==> src/rtl/ztsram_pkg.sv <==
`timescale 1ns/1ps
package ztsram_pkg;

  // strobes issued by the control pipeline to the datapath
  typedef struct packed {
    logic advance;   // enabled edge: pipeline moves
    logic rdEn;      // stage-1 read accesses the array
    logic wrCommit;  // stage-2 write stores bus data
    logic bypass;    // stage-2 write targets the stage-1 read address
  } strobes_t;

endpackage

==> src/rtl/ztsram_ctrl.sv <==
`timescale 1ns/1ps
module ztsram_ctrl
  import ztsram_pkg::*;
#(
  parameter int ADDR_W = 4,
  parameter int LANES  = 2
) (
  input  logic              clk,
  input  logic              rst_n,
  input  logic              holdEn,
  input  logic              chipEn0,
  input  logic              chipEn1N,
  input  logic              chipEn2N,
  input  logic              rdWrN,
  input  logic [ADDR_W-1:0] addr,
  input  logic [LANES-1:0]  byteWrN,
  input  logic              outEnN,
  output strobes_t          str,
  output logic [ADDR_W-1:0] rdAddr,
  output logic [ADDR_W-1:0] wrAddr,
  output logic [LANES-1:0]  wrBe,
  output logic              rdDrive
);

  logic              selected;
  logic              s1Valid, s1Read;
  logic [ADDR_W-1:0] s1Addr;
  logic [LANES-1:0]  s1Be;
  logic              s2Valid, s2Read;
  logic [ADDR_W-1:0] s2Addr;
  logic [LANES-1:0]  s2Be;
  logic              outValid;

  assign selected = chipEn0 & ~chipEn1N & ~chipEn2N;

  always_ff @(posedge clk or negedge rst_n) begin
    if (!rst_n) begin
      s1Valid  <= 1'b0;
      s1Read   <= 1'b0;
      s1Addr   <= '0;
      s1Be     <= '0;
      s2Valid  <= 1'b0;
      s2Read   <= 1'b0;
      s2Addr   <= '0;
      s2Be     <= '0;
      outValid <= 1'b0;
    end else if (!holdEn) begin
      s1Valid  <= selected;
      s1Read   <= rdWrN;
      s1Addr   <= addr;
      s1Be     <= ~byteWrN;
      s2Valid  <= s1Valid;
      s2Read   <= s1Read;
      s2Addr   <= s1Addr;
      s2Be     <= s1Be;
      outValid <= s2Valid & s2Read;
    end
  end

  always_comb begin
    str.advance  = ~holdEn;
    str.rdEn     = ~holdEn & s1Valid & s1Read;
    str.wrCommit = ~holdEn & s2Valid & ~s2Read;
    str.bypass   = ~holdEn & s1Valid & s1Read & s2Valid & ~s2Read
                   & (s1Addr == s2Addr);
  end

  assign rdAddr  = s1Addr;
  assign wrAddr  = s2Addr;
  assign wrBe    = s2Be;
  assign rdDrive = outValid & ~outEnN;


  write_capture_chk: assert property (@(posedge clk) disable iff (!rst_n)
    (!holdEn && selected && !rdWrN) |=> (s1Valid && !s1Read && s1Addr == $past(addr)));


  deselect_chk: assert property (@(posedge clk) disable iff (!rst_n)
    (!holdEn && !selected) |=> !s1Valid);


  write_slot_quiet_chk: assert property (@(posedge clk) disable iff (!rst_n)
    str.wrCommit |=> !rdDrive);


  hold_pipe_chk: assert property (@(posedge clk) disable iff (!rst_n)
    holdEn |=> ($stable(s1Valid) && $stable(s2Valid) && $stable(outValid)));

endmodule

==> src/rtl/ztsram_dpath.sv <==
`timescale 1ns/1ps
module ztsram_dpath
  import ztsram_pkg::*;
#(
  parameter int ADDR_W = 4,
  parameter int LANE_W = 9,
  parameter int LANES  = 2
) (
  input  logic                    clk,
  input  logic                    rst_n,
  input  strobes_t                str,
  input  logic [ADDR_W-1:0]       rdAddr,
  input  logic [ADDR_W-1:0]       wrAddr,
  input  logic [LANES-1:0]        wrBe,
  input  logic [LANES*LANE_W-1:0] wrData,
  output logic [LANES*LANE_W-1:0] rdData
);

  localparam int WORD_W = LANES * LANE_W;
  localparam int DEPTH  = 1 << ADDR_W;

  logic [WORD_W-1:0] mem [DEPTH];
  logic [WORD_W-1:0] stored;
  logic [WORD_W-1:0] merged;
  logic [WORD_W-1:0] ramQ;
  logic [WORD_W-1:0] rdDataQ;

  assign stored = mem[rdAddr];

  // forward the lanes of the write being stored on this same edge
  for (genvar l = 0; l < LANES; l++) begin : g_lane
    assign merged[l*LANE_W +: LANE_W] = (str.bypass && wrBe[l])
                                      ? wrData[l*LANE_W +: LANE_W]
                                      : stored[l*LANE_W +: LANE_W];
  end

  always_ff @(posedge clk) begin
    if (str.wrCommit) begin
      for (int l = 0; l < LANES; l++) begin
        if (wrBe[l]) mem[wrAddr][l*LANE_W +: LANE_W] <= wrData[l*LANE_W +: LANE_W];
      end
    end
  end

  always_ff @(posedge clk or negedge rst_n) begin
    if (!rst_n) begin
      ramQ    <= '0;
      rdDataQ <= '0;
    end else begin
      if (str.rdEn)    ramQ    <= merged;
      if (str.advance) rdDataQ <= ramQ;
    end
  end

  assign rdData = rdDataQ;


  hold_data_stable_chk: assert property (@(posedge clk) disable iff (!rst_n)
    !str.advance |=> $stable(rdDataQ));


  bypass_pairing_chk: assert property (@(posedge clk) disable iff (!rst_n)
    str.bypass |-> (str.wrCommit && str.rdEn));

endmodule

==> src/rtl/ztsram.sv <==
`timescale 1ns/1ps
module ztsram
  import ztsram_pkg::*;
#(
  parameter int ADDR_W = 4,
  parameter int LANE_W = 9,
  parameter int LANES  = 2
) (
  input  logic                    clk,
  input  logic                    rst_n,
  input  logic                    holdEn,
  input  logic                    chipEn0,
  input  logic                    chipEn1N,
  input  logic                    chipEn2N,
  input  logic                    rdWrN,
  input  logic [ADDR_W-1:0]       addr,
  input  logic [LANES-1:0]        byteWrN,
  input  logic [LANES*LANE_W-1:0] wrData,
  input  logic                    outEnN,
  output logic [LANES*LANE_W-1:0] rdData,
  output logic                    rdDrive
);

  strobes_t          str;
  logic [ADDR_W-1:0] rdAddr;
  logic [ADDR_W-1:0] wrAddr;
  logic [LANES-1:0]  wrBe;

  ztsram_ctrl #(.ADDR_W(ADDR_W), .LANES(LANES)) u_ctrl (
    .clk(clk), .rst_n(rst_n), .holdEn(holdEn),
    .chipEn0(chipEn0), .chipEn1N(chipEn1N), .chipEn2N(chipEn2N),
    .rdWrN(rdWrN), .addr(addr), .byteWrN(byteWrN), .outEnN(outEnN),
    .str(str), .rdAddr(rdAddr), .wrAddr(wrAddr), .wrBe(wrBe),
    .rdDrive(rdDrive)
  );

  ztsram_dpath #(.ADDR_W(ADDR_W), .LANE_W(LANE_W), .LANES(LANES)) u_dpath (
    .clk(clk), .rst_n(rst_n), .str(str),
    .rdAddr(rdAddr), .wrAddr(wrAddr), .wrBe(wrBe),
    .wrData(wrData), .rdData(rdData)
  );

endmodule

==> config.mk <==
export PLATFORM = sky130hd
export DESIGN_NAME = ztsram
export DESIGN_NICKNAME = d
export VERILOG_FILES = /design/src/rtl/ztsram_pkg.sv /design/src/rtl/ztsram_ctrl.sv /design/src/rtl/ztsram_dpath.sv /design/src/rtl/ztsram.sv
export SDC_FILE = /design/constraint.sdc
export NUM_CORES = 1
export LEC_CHECK = 0
export BUFFER_PORTS_ARGS = -buffer_cell sky130_fd_sc_hd__buf_2
export CORE_UTILIZATION = 45
export CTS_CLUSTER_DIAMETER = 120
export DETAILED_ROUTE_END_ITERATION = 6
export SKIP_CTS_REPAIR_TIMING = 1
export SKIP_LAST_GASP = 1
export SYNTH_ARGS = -nofsm -noshare
export SYNTH_HDL_FRONTEND = slang
export SYNTH_SLANG_ARGS = --single-unit
==> constraint.sdc <==
create_clock -name clk -period 6 [get_ports clk]
set_input_delay 0.6 -clock clk [delete_from_list [all_inputs] [get_ports clk]]
set_output_delay 0.6 -clock clk [all_outputs]
set_load 0.01 [all_outputs]
# ---- Word-level counts from Yosys, hierarchy flattened
# Memory sizes are Yosys's and may differ from the RTL's. A register that Yosys moved wholly into a read port is not among the register bits.
# Cells that the tools add are included.
dict set report word_totals {
  n_memories 1
  inputBits 32
  out_inout_bits 19
  mem_bits_rw 288
  elab_cells 32
  regBits 35
}
# memory words word_bits rd rd_ports_with_merged_regs wr line
set memory_table {}
lappend memory_table {u_dpath.mem 16 18 1 1 1 ztsram_dpath.sv:22} ;# logic [WORD_W-1:0] mem [DEPTH];
dict set report op_classes {
  mux 6
  bitwise_logic 14
  reduce_logical 1
}
# op n
set ops {}
lappend ops {{$and 1x1->1} 8}
lappend ops {{$mux 1} 6}
lappend ops {{$not 1->1} 5}
lappend ops {{$not 2->2} 1}
lappend ops {{$logic_not 1->1} 1}

# ---- Longest topological paths before layout
# Gate-level depths: netlist of the first run.
dict set report logic_depth {
  word_depth 5
  depth_mapped 6
  depth_no_buf 4
}

# ---- Cells and area by module
# A second synthesis of the first run with hierarchy kept.
dict set report unflattened {
  cells_unflattened 722
  hier_area_um2 13447.9
}
# module instances seq_area_each_um2 area_per_inst_um2 cells_per_inst
set modules_own_cells {}
lappend modules_own_cells {ztsram_dpath 1 9549.2 12687.2 667}
lappend modules_own_cells {ztsram_ctrl 1 425.4 760.7 55}

# ---- Least setup slack after synthesis of the first run
# No wires, ideal clock.
dict set report synth_timing {
  kind {input -> register}
  start {input holdEn}
  end {memory u_dpath.mem[12][10] in the netlist's numbering, enable pin}
  path_slack_ns 3.818
  required_time_ns 5.613
  t_arrival_ns 1.795
  setup_time_ns 0.387
  n_path_buf 0
  cell_stages 3
  cell_sequence {and4bb_2 > nand3_1 > nor3_1}
}
dict set report synth_via {
  elab_chain_cells 5
}
# element line
set synth_rtl {}
lappend synth_rtl {{from (decl)} ztsram.sv:11} ;# input logic holdEn,
lappend synth_rtl {{$not 1->1} --}
lappend synth_rtl {{$and 1x1->1 (2 in a row)} ztsram_ctrl.sv:63} ;# str.wrCommit = ~holdEn & s2Valid & ~s2Read;
lappend synth_rtl {{$mux 1} ztsram_dpath.sv:38} ;# if (str.wrCommit) begin
lappend synth_rtl {{$mux 1 (implied by the code)} ztsram_dpath.sv:40} ;# if (wrBe[l]) mem[wrAddr][l*LANE_W +: LANE_W] <= wrData[l*LANE_W +: LANE_W];
lappend synth_rtl {{to (decl)} ztsram_dpath.sv:22}
# No other way between the ends.

==> impl_metrics.csv, run 1 <==
group,metric,value,unit
placed_design,dpl.hpwl,16800,um
cells_and_area,diodes,0,
placed_design,port_buffers,50,
worst_setup_path,critical_path_arrival,3.25,ns
detailed_routing,vias,6451,
worst_setup_path,r2r_slack,3.11,ns
logic_synthesis,synth_simple_gate_area_frac,0.0399,
detailed_routing,wire_per_inst,23.2,um
logic_synthesis,ys_top_cells_by_count,"edfxtp_1 (288), mux4_2 (67), dfrtp_1 (53)",
logic_synthesis,yosys.cell_types.count,31,
logic_synthesis,synth-edff-count,288,
die,io_pins,51,
power_and_ir_drop,leakagePower,5.19,nW
power_and_ir_drop,total_power,0.00537,W
die,dieArea,30500,um^2
power_and_ir_drop,ir_drop,214,uV
clocking,clk_pin_slew,0.06,ns
logic_synthesis,yosys.area_share.xor_xnor,0.00261,
logic_synthesis,synth_top_family_by_area,"multiplexers",
clocking,clk_path_buf_depth,3,
grt,grt_overflow,0,
grt,grt_pass1_wl,41300,um
detailed_routing,ant_nets,0,
sta,tightest_slew,1.27,ns
cells_and_area,fin_cells,1139,
detailed_routing,initialDrtViolationCount,651,
worst_setup_path,r2r_start,"u_ctrl.rdAddr[0]",
clocking,root_buffer,"clkbuf_16",
detailed_routing,first_pass_iters,5,
die,core.rowCount,62,
sta,finalCritPeriodShare,0.482,
sta,fin_worst_skew,0.0176,ns
sta,fmax,346,MHz
logic_synthesis,synthCells,665,
logic_synthesis,yosysSeqAreaShare,0.743,
worst_setup_path,crit_path_start_kind,"flop",
worst_setup_path,startpoint,"u_ctrl.rdAddr[0]",
detailed_routing,routed_wirelength,26400,um
clocking,htreeDepth,2,
sta,rsz0062_at_grt,"no",
logic_synthesis,yosys.area_share.adder,0,
logic_synthesis,synthTopCellsByArea,"edfxtp_1 (64%), mux4_2 (11%), dfrtp_1 (9.9%), mux2_2 (2.5%), a22o_1 (2.3%)",
clocking,tritoncts,"yes",
power_and_ir_drop,p_per_area,353,nW/um^2
job,max_cap_viol_count,0,
worst_hold_path,hp-class,"input port to asynchronous set/reset pin",
logic_synthesis,ys_ff_latch,341,
logic_synthesis,synth_warnings,0,
sta,slew_viol_final,0,
clocking,cts_made_buffers,36,
cells_and_area,n_fill_cell,2304,
worst_setup_path,path_class,"flop to flop",
logic_synthesis,synth_flop_cell,"edfxtp_1",
sta,slew_headroom,0.145,
placed_design,gp_congestion,0.755,
sta,setup_violations,0,
worst_setup_path,end_kind,"flop",
sta,layout_min_cycle_time,2.89,ns
logic_synthesis,synth.avg_cell_area,20.2,um^2
grt,antenna_found_initial,0,
worst_setup_path,critPathMaxFanout,39,
logic_synthesis,synthArstFlopShare,0.155,
logic_synthesis,synth-compound-area-share,0.0462,
logic_synthesis,synth_top_cell_by_area,"edfxtp_1",
logic_synthesis,synth_area,13400,um^2
die,die_h,175,um
die,die_w,175,um
sta,hold_viol,0,
clocking,clk_latency,0.51,ns
logic_synthesis,yosysTopAreaCellShare,0.644,
detailed_routing,post_drt_via_cell_ratio,5.66,
cells_and_area,fin_nets,761,
placed_design,dp_cells,1074,
clocking,clock_sinks,341,
grt,grt_max_degree,54,
worst_setup_path,ff2ff_path_depth,5,
worst_setup_path,endpoint,"u_dpath.ramQ[13]",
cells_and_area,layout-drive-gt1-share,0.331,
worst_setup_path,required,6.36,ns
sta,fin_tns_setup,0,ns
logic_synthesis,post-synth-top-count-cell,"edfxtp_1",
grt,grt.total_usage,0.181,
grt,grt_pass1_vias,6805,
die,core_area,29000,um^2
outcome,status,"complete, no violations",
cells_and_area,syn_to_final_growth,13.1,%
die,start_util,0.463,
logic_synthesis,synthMuxAreaShare,0.148,
worst_setup_path,timing.rr.end,"u_dpath.ramQ[13]",
detailed_routing,drc,0,
logic_synthesis,synthesis.nets,697,
cell families (layout without fill, tap and decap cells):
| group | after synthesis | after routing |
|---|---|---|
| mux | 103 | 103 |
| compound gates | 60 | 60 |
| flops | 341 | 341 |
| simple gates | 103 | 103 |
| buf+inv | 54 | 144 |
| xor+xnor | 4 | 4 |
worst min-delay path by stage:
| stage | from | to | slack, ns |
|---|---|---|---|
| global route | byteWrN[0] | u_ctrl.s1Be[0] | 0.24 |
| floorplan | rst_n | u_ctrl.outValid | 0.30 |
| finish | rst_n | u_dpath.rdData[13] | 0.22 |
| global placement | u_ctrl.outValid | u_ctrl.outValid | 0.47 |
| CTS | rst_n | u_dpath.ramQ[7] | 0.24 |
| detailed placement | u_ctrl.outValid | u_ctrl.outValid | 0.48 |
sequential cells by signal, indices dropped and copies added, names as in the netlist:
signal and cells:
u_ctrl.outValid 1, u_ctrl.s1Valid 1, u_ctrl.wrBe 2, u_ctrl.wrAddr 4
u_ctrl.rdAddr 4, u_dpath.rdData 18, u_dpath.mem 288, u_ctrl.s1Be 2
u_dpath.ramQ 18, u_ctrl.s1Read 1, u_ctrl.s2Read 1, u_ctrl.s2Valid 1
routing by layer:
metal | track usage | part of all wire
met1 | 0.272 | 0.47
met3 | 0.0298 | 0.053
met5 | 0 | 0
met4 | 0.0507 | 0.019
met2 | 0.276 | 0.46
critical path, stage by stage (launching register included):
cell and delay [ns]:
dfrtp_4 0.92, buf_4 0.50, xor2_1 0.17, nor4_4 0.47, a21o_1 0.50, o221ai_2 0.15
metrics by stage:
step / setup slack (ns) / cell area (um^2) / util / hold slack (ns)
after floorplan: 3.82 / 13400 / - / 0.304
after global placement: 2.90 / 14000 / 0.484 / 0.466
after detailed placement: 2.65 / 14000 / 0.484 / 0.476
after CTS: 3.00 / 15200 / 0.523 / 0.239
after global routing: 2.83 / 15200 / 0.523 / 0.244
final: 3.11 / 15200 / 0.523 / 0.224
layout by cell type (no fill, tap or decap), types with 5 or more instances in the layout:
| cell | synthesis | final |
|---|---|---|
| buf_4 | 3 | 10 |
| nor3_1 | 8 | 6 |
| mux2_2 | 30 | 30 |
| mux4_1 | 5 | 5 |
| a22o_1 | 36 | 36 |
| nand3b_1 | 5 | 5 |
| o221ai_2 | 18 | 18 |
| mux4_2 | 67 | 67 |
| clkinv_2 | 0 | 6 |
| nor2_2 | 12 | 12 |
| buf_2 | 11 | 50 |
| nand2_1 | 28 | 28 |
| edfxtp_1 | 288 | 288 |
| nor2_1 | 34 | 34 |
| dfrtp_1 | 53 | 51 |
| inv_1 | 19 | 19 |
| clkbuf_8 | 0 | 5 |
| clkbuf_16 | 0 | 37 |
| clkbuf_1 | 12 | 9 |
final cells by class:
class | count | area (um^2) | share of cell area
inverter | 19 | 71.3 | 0.00470
clock inverter | 13 | 95.1 | 0.00626
tap | 384 | 480 | 0.0317
multi-input combinational | 270 | 3190 | 0.210
timing repair buffer | 61 | 333 | 0.0219
clock buffer | 51 | 1030 | 0.0678
sequential | 341 | 9980 | 0.657
power by group:
group          switching, W  internal, W
sequential         0.000107      0.00267
clock              0.000849      0.00124
combinational      0.000253     0.000247
total               0.00121      0.00416
(Power assumes the default switching activity.)
==> inputs of run 2 (changes only) <==
- clock period: 6 -> 2.46 ns (I/O delays scaled with it)
==> run 2 against run 1 <==
Against the previous run: die area did not move; routed wire length rose by 7.1%; sequential power rose by 140%; critical path type unchanged; largest cell class unchanged; largest power group unchanged.
==> impl_metrics.csv, run 2 (synthesis results as in run 1) <==
group,metric,value,unit
outcome,status,"complete, no violations",
detailed_routing,post_drt_via_cell_ratio,5.71,
sta,layout_min_cycle_time,2.14,ns
cells_and_area,regArea,9980,um^2
worst_setup_path,cp_top_family,"simple AND/OR/NAND/NOR gates",
clocking,root_buffer,"clkbuf_16",
cells_and_area,regMostFlops,"u_dpath.mem",
sta,hold_ws,0.0115,ns
grt,grt_pass1_vias,6765,
worst_setup_path,path_class,"flop to flop",
clocking,clk_latency,0.51,ns
worst_setup_path,required,2.88,ns
power_and_ir_drop,p_per_area,839,nW/um^2
sta,hold_viol,0,
grt,met2_usage,0.283,
grt,grt_overflow,0,
worst_setup_path,r2r_start,"u_ctrl.rdAddr[1]",
die,die_h,175,um
cells_and_area,fin_nets,811,
cells_and_area,layout_common_cells,"edfxtp_1 (288), mux4_2 (67), dfrtp_1 (51)",
cells_and_area,stdcell_area,15600,um^2
clocking,tritoncts,"yes",
cells_and_area,multi_input_area,3180,um^2
worst_setup_path,crit_slowest_cell,"nor2b_1",
detailed_routing,wire_per_inst,23.8,um
clocking,clk_path_buf_depth,3,
clocking,cts_made_buffers,35,
placed_design,place_area,14500,um^2
grt,grt_pass1_wl,43100,um
detailed_routing,vias,6775,
worst_setup_path,critical_path_arrival,2.56,ns
sta,finalCritPeriodShare,0.871,
worst_setup_path,cpPeakStageDelay,0.86,ns
worst_hold_path,holdPathStages,2,
clocking,clk_pin_slew,0.06,ns
power_and_ir_drop,total_power,0.0131,W
grt,groute.layer.met1.usage,0.297,
detailed_routing,routed_wirelength,28300,um
die,core.rowCount,62,
detailed_routing,drc,0,
worst_hold_path,holdPathEnd,"u_ctrl.rdAddr[0]",
sta,tightest_slew,1.02,ns
grt,grt_max_degree,52,
worst_setup_path,path_cells,"nor2b_1 -> buf_4 -> a22o_1 -> nor2_2 -> o221ai_2",
placed_design,gp_congestion,0.790,
worst_hold_path,worstHoldStart,"addr[0]",
grt,busiest_layer,"met1",
cells_and_area,final_common_cell,"edfxtp_1",
clocking,clock_sinks,341,
clocking,htreeDepth,2,
die,io_pins,51,
cells_and_area,fin_cells,1187,
sta,slew_headroom,0.318,
placed_design,dp_cells,1120,
cells_and_area,n_fill_cell,2239,
detailed_routing,first_pass_iters,4,
cells_and_area,diodes,0,
worst_setup_path,crit_path_start_kind,"flop",
detailed_routing,initialDrtViolationCount,575,
worst_setup_path,ff2ff_path_depth,5,
sta,fmax,467,MHz
sta,slew_viol_final,0,
power_and_ir_drop,ir_drop,366,uV
cells_and_area,largest_register_ffs,288,
cells_and_area,syn_to_final_growth,16.2,%
sta,fin_worst_skew,0.00809,ns
cells_and_area,layout-drive-gt1-share,0.354,
worst_setup_path,critPathMaxFanout,10,
sta,rsz0062_at_grt,"no",
die,die_w,175,um
placed_design,port_buffers,50,
die,dieArea,30500,um^2
worst_hold_path,hp-class,"input port to flop",
job,max_cap_viol_count,0,
die,start_util,0.463,
die,core_area,29000,um^2
placed_design,dpl.hpwl,18200,um
sta,fin_tns_setup,0,ns
grt,antenna_found_initial,0,
power_and_ir_drop,leakagePower,5.44,nW
detailed_routing,ant_nets,0,
worst_setup_path,timing.rr.end,"u_dpath.ramQ[4]",
worst_setup_path,r2r_slack,0.32,ns
grt,use_met3,0.0300,
grt,grt.total_usage,0.191,
worst_setup_path,path_buf_inv,1,
worst_setup_path,end_kind,"flop",
sta,setup_violations,0,
run 2: changes by cell type in the layout (fill, tap and decap cells not counted), sizes merged:
cell         previous run  this run
clkinv                  9         8
dlygate4sd3             0         6
clkinvlp                0         1
clkbuf                 52        50
bufinv                  1         2
buf                    60       106
inv                    22        19
run 2: cell type report:
class | instances | share of cell area
clock inverter | 11 | 0.00658
multi-input combinational | 270 | 0.204
clock buffer | 50 | 0.0625
tap | 384 | 0.0308
inverter | 19 | 0.00457
sequential | 341 | 0.640
timing repair buffer | 112 | 0.0517
run 2: worst max path at each step:
stage | start | endpoint | slack [ns] | depth (start not counted)
3_3_place_gp | u_ctrl.rdAddr[0] | u_dpath.ramQ[11] | 0.32 | 5
2_1_floorplan | u_ctrl.s2Read | u_dpath.mem[12][10] | 0.49 | 3
6_report | u_ctrl.rdAddr[1] | u_dpath.ramQ[4] | 0.32 | 5
3_5_place_dp | u_ctrl.rdAddr[0] | u_dpath.ramQ[11] | 0.31 | 5
5_1_grt | u_ctrl.rdAddr[1] | u_dpath.ramQ[8] | 0.17 | 5
4_1_cts | u_ctrl.rdAddr[0] | u_dpath.ramQ[11] | 0.30 | 5
run 2: power by group:
group          switching [W]  leakage, nW  internal [W]  total [W]
combinational       0.000698         1.66      0.000661    0.00136
sequential          0.000196         3.26       0.00652    0.00671
clock                0.00205        0.522       0.00296    0.00501
run 2: worst register-to-register path: stages (launching register included):
cell	delay, ns
dfrtp_1	0.52
nor2b_1	0.86
buf_4	0.32
a22o_1	0.17
nor2_2	0.05
o221ai_2	0.14
run 2: through the flow:
step | util | setup slack, ns
after floorplan | - | 0.490
after global placement | 0.498 | 0.320
after detailed placement | 0.498 | 0.312
after CTS | 0.535 | 0.297
after global routing | 0.537 | 0.171
final | 0.537 | 0.318
run 2: routing by layer:
layer / wire (um) / share of wire / vias to the layer above
met3: 1770 / 0.062 / 37
li1: - / - / 2922
met5: 0 / 0 / -
met4: 427 / 0.015 / 0
met1: 13200 / 0.47 / 3585
met2: 12900 / 0.46 / 231
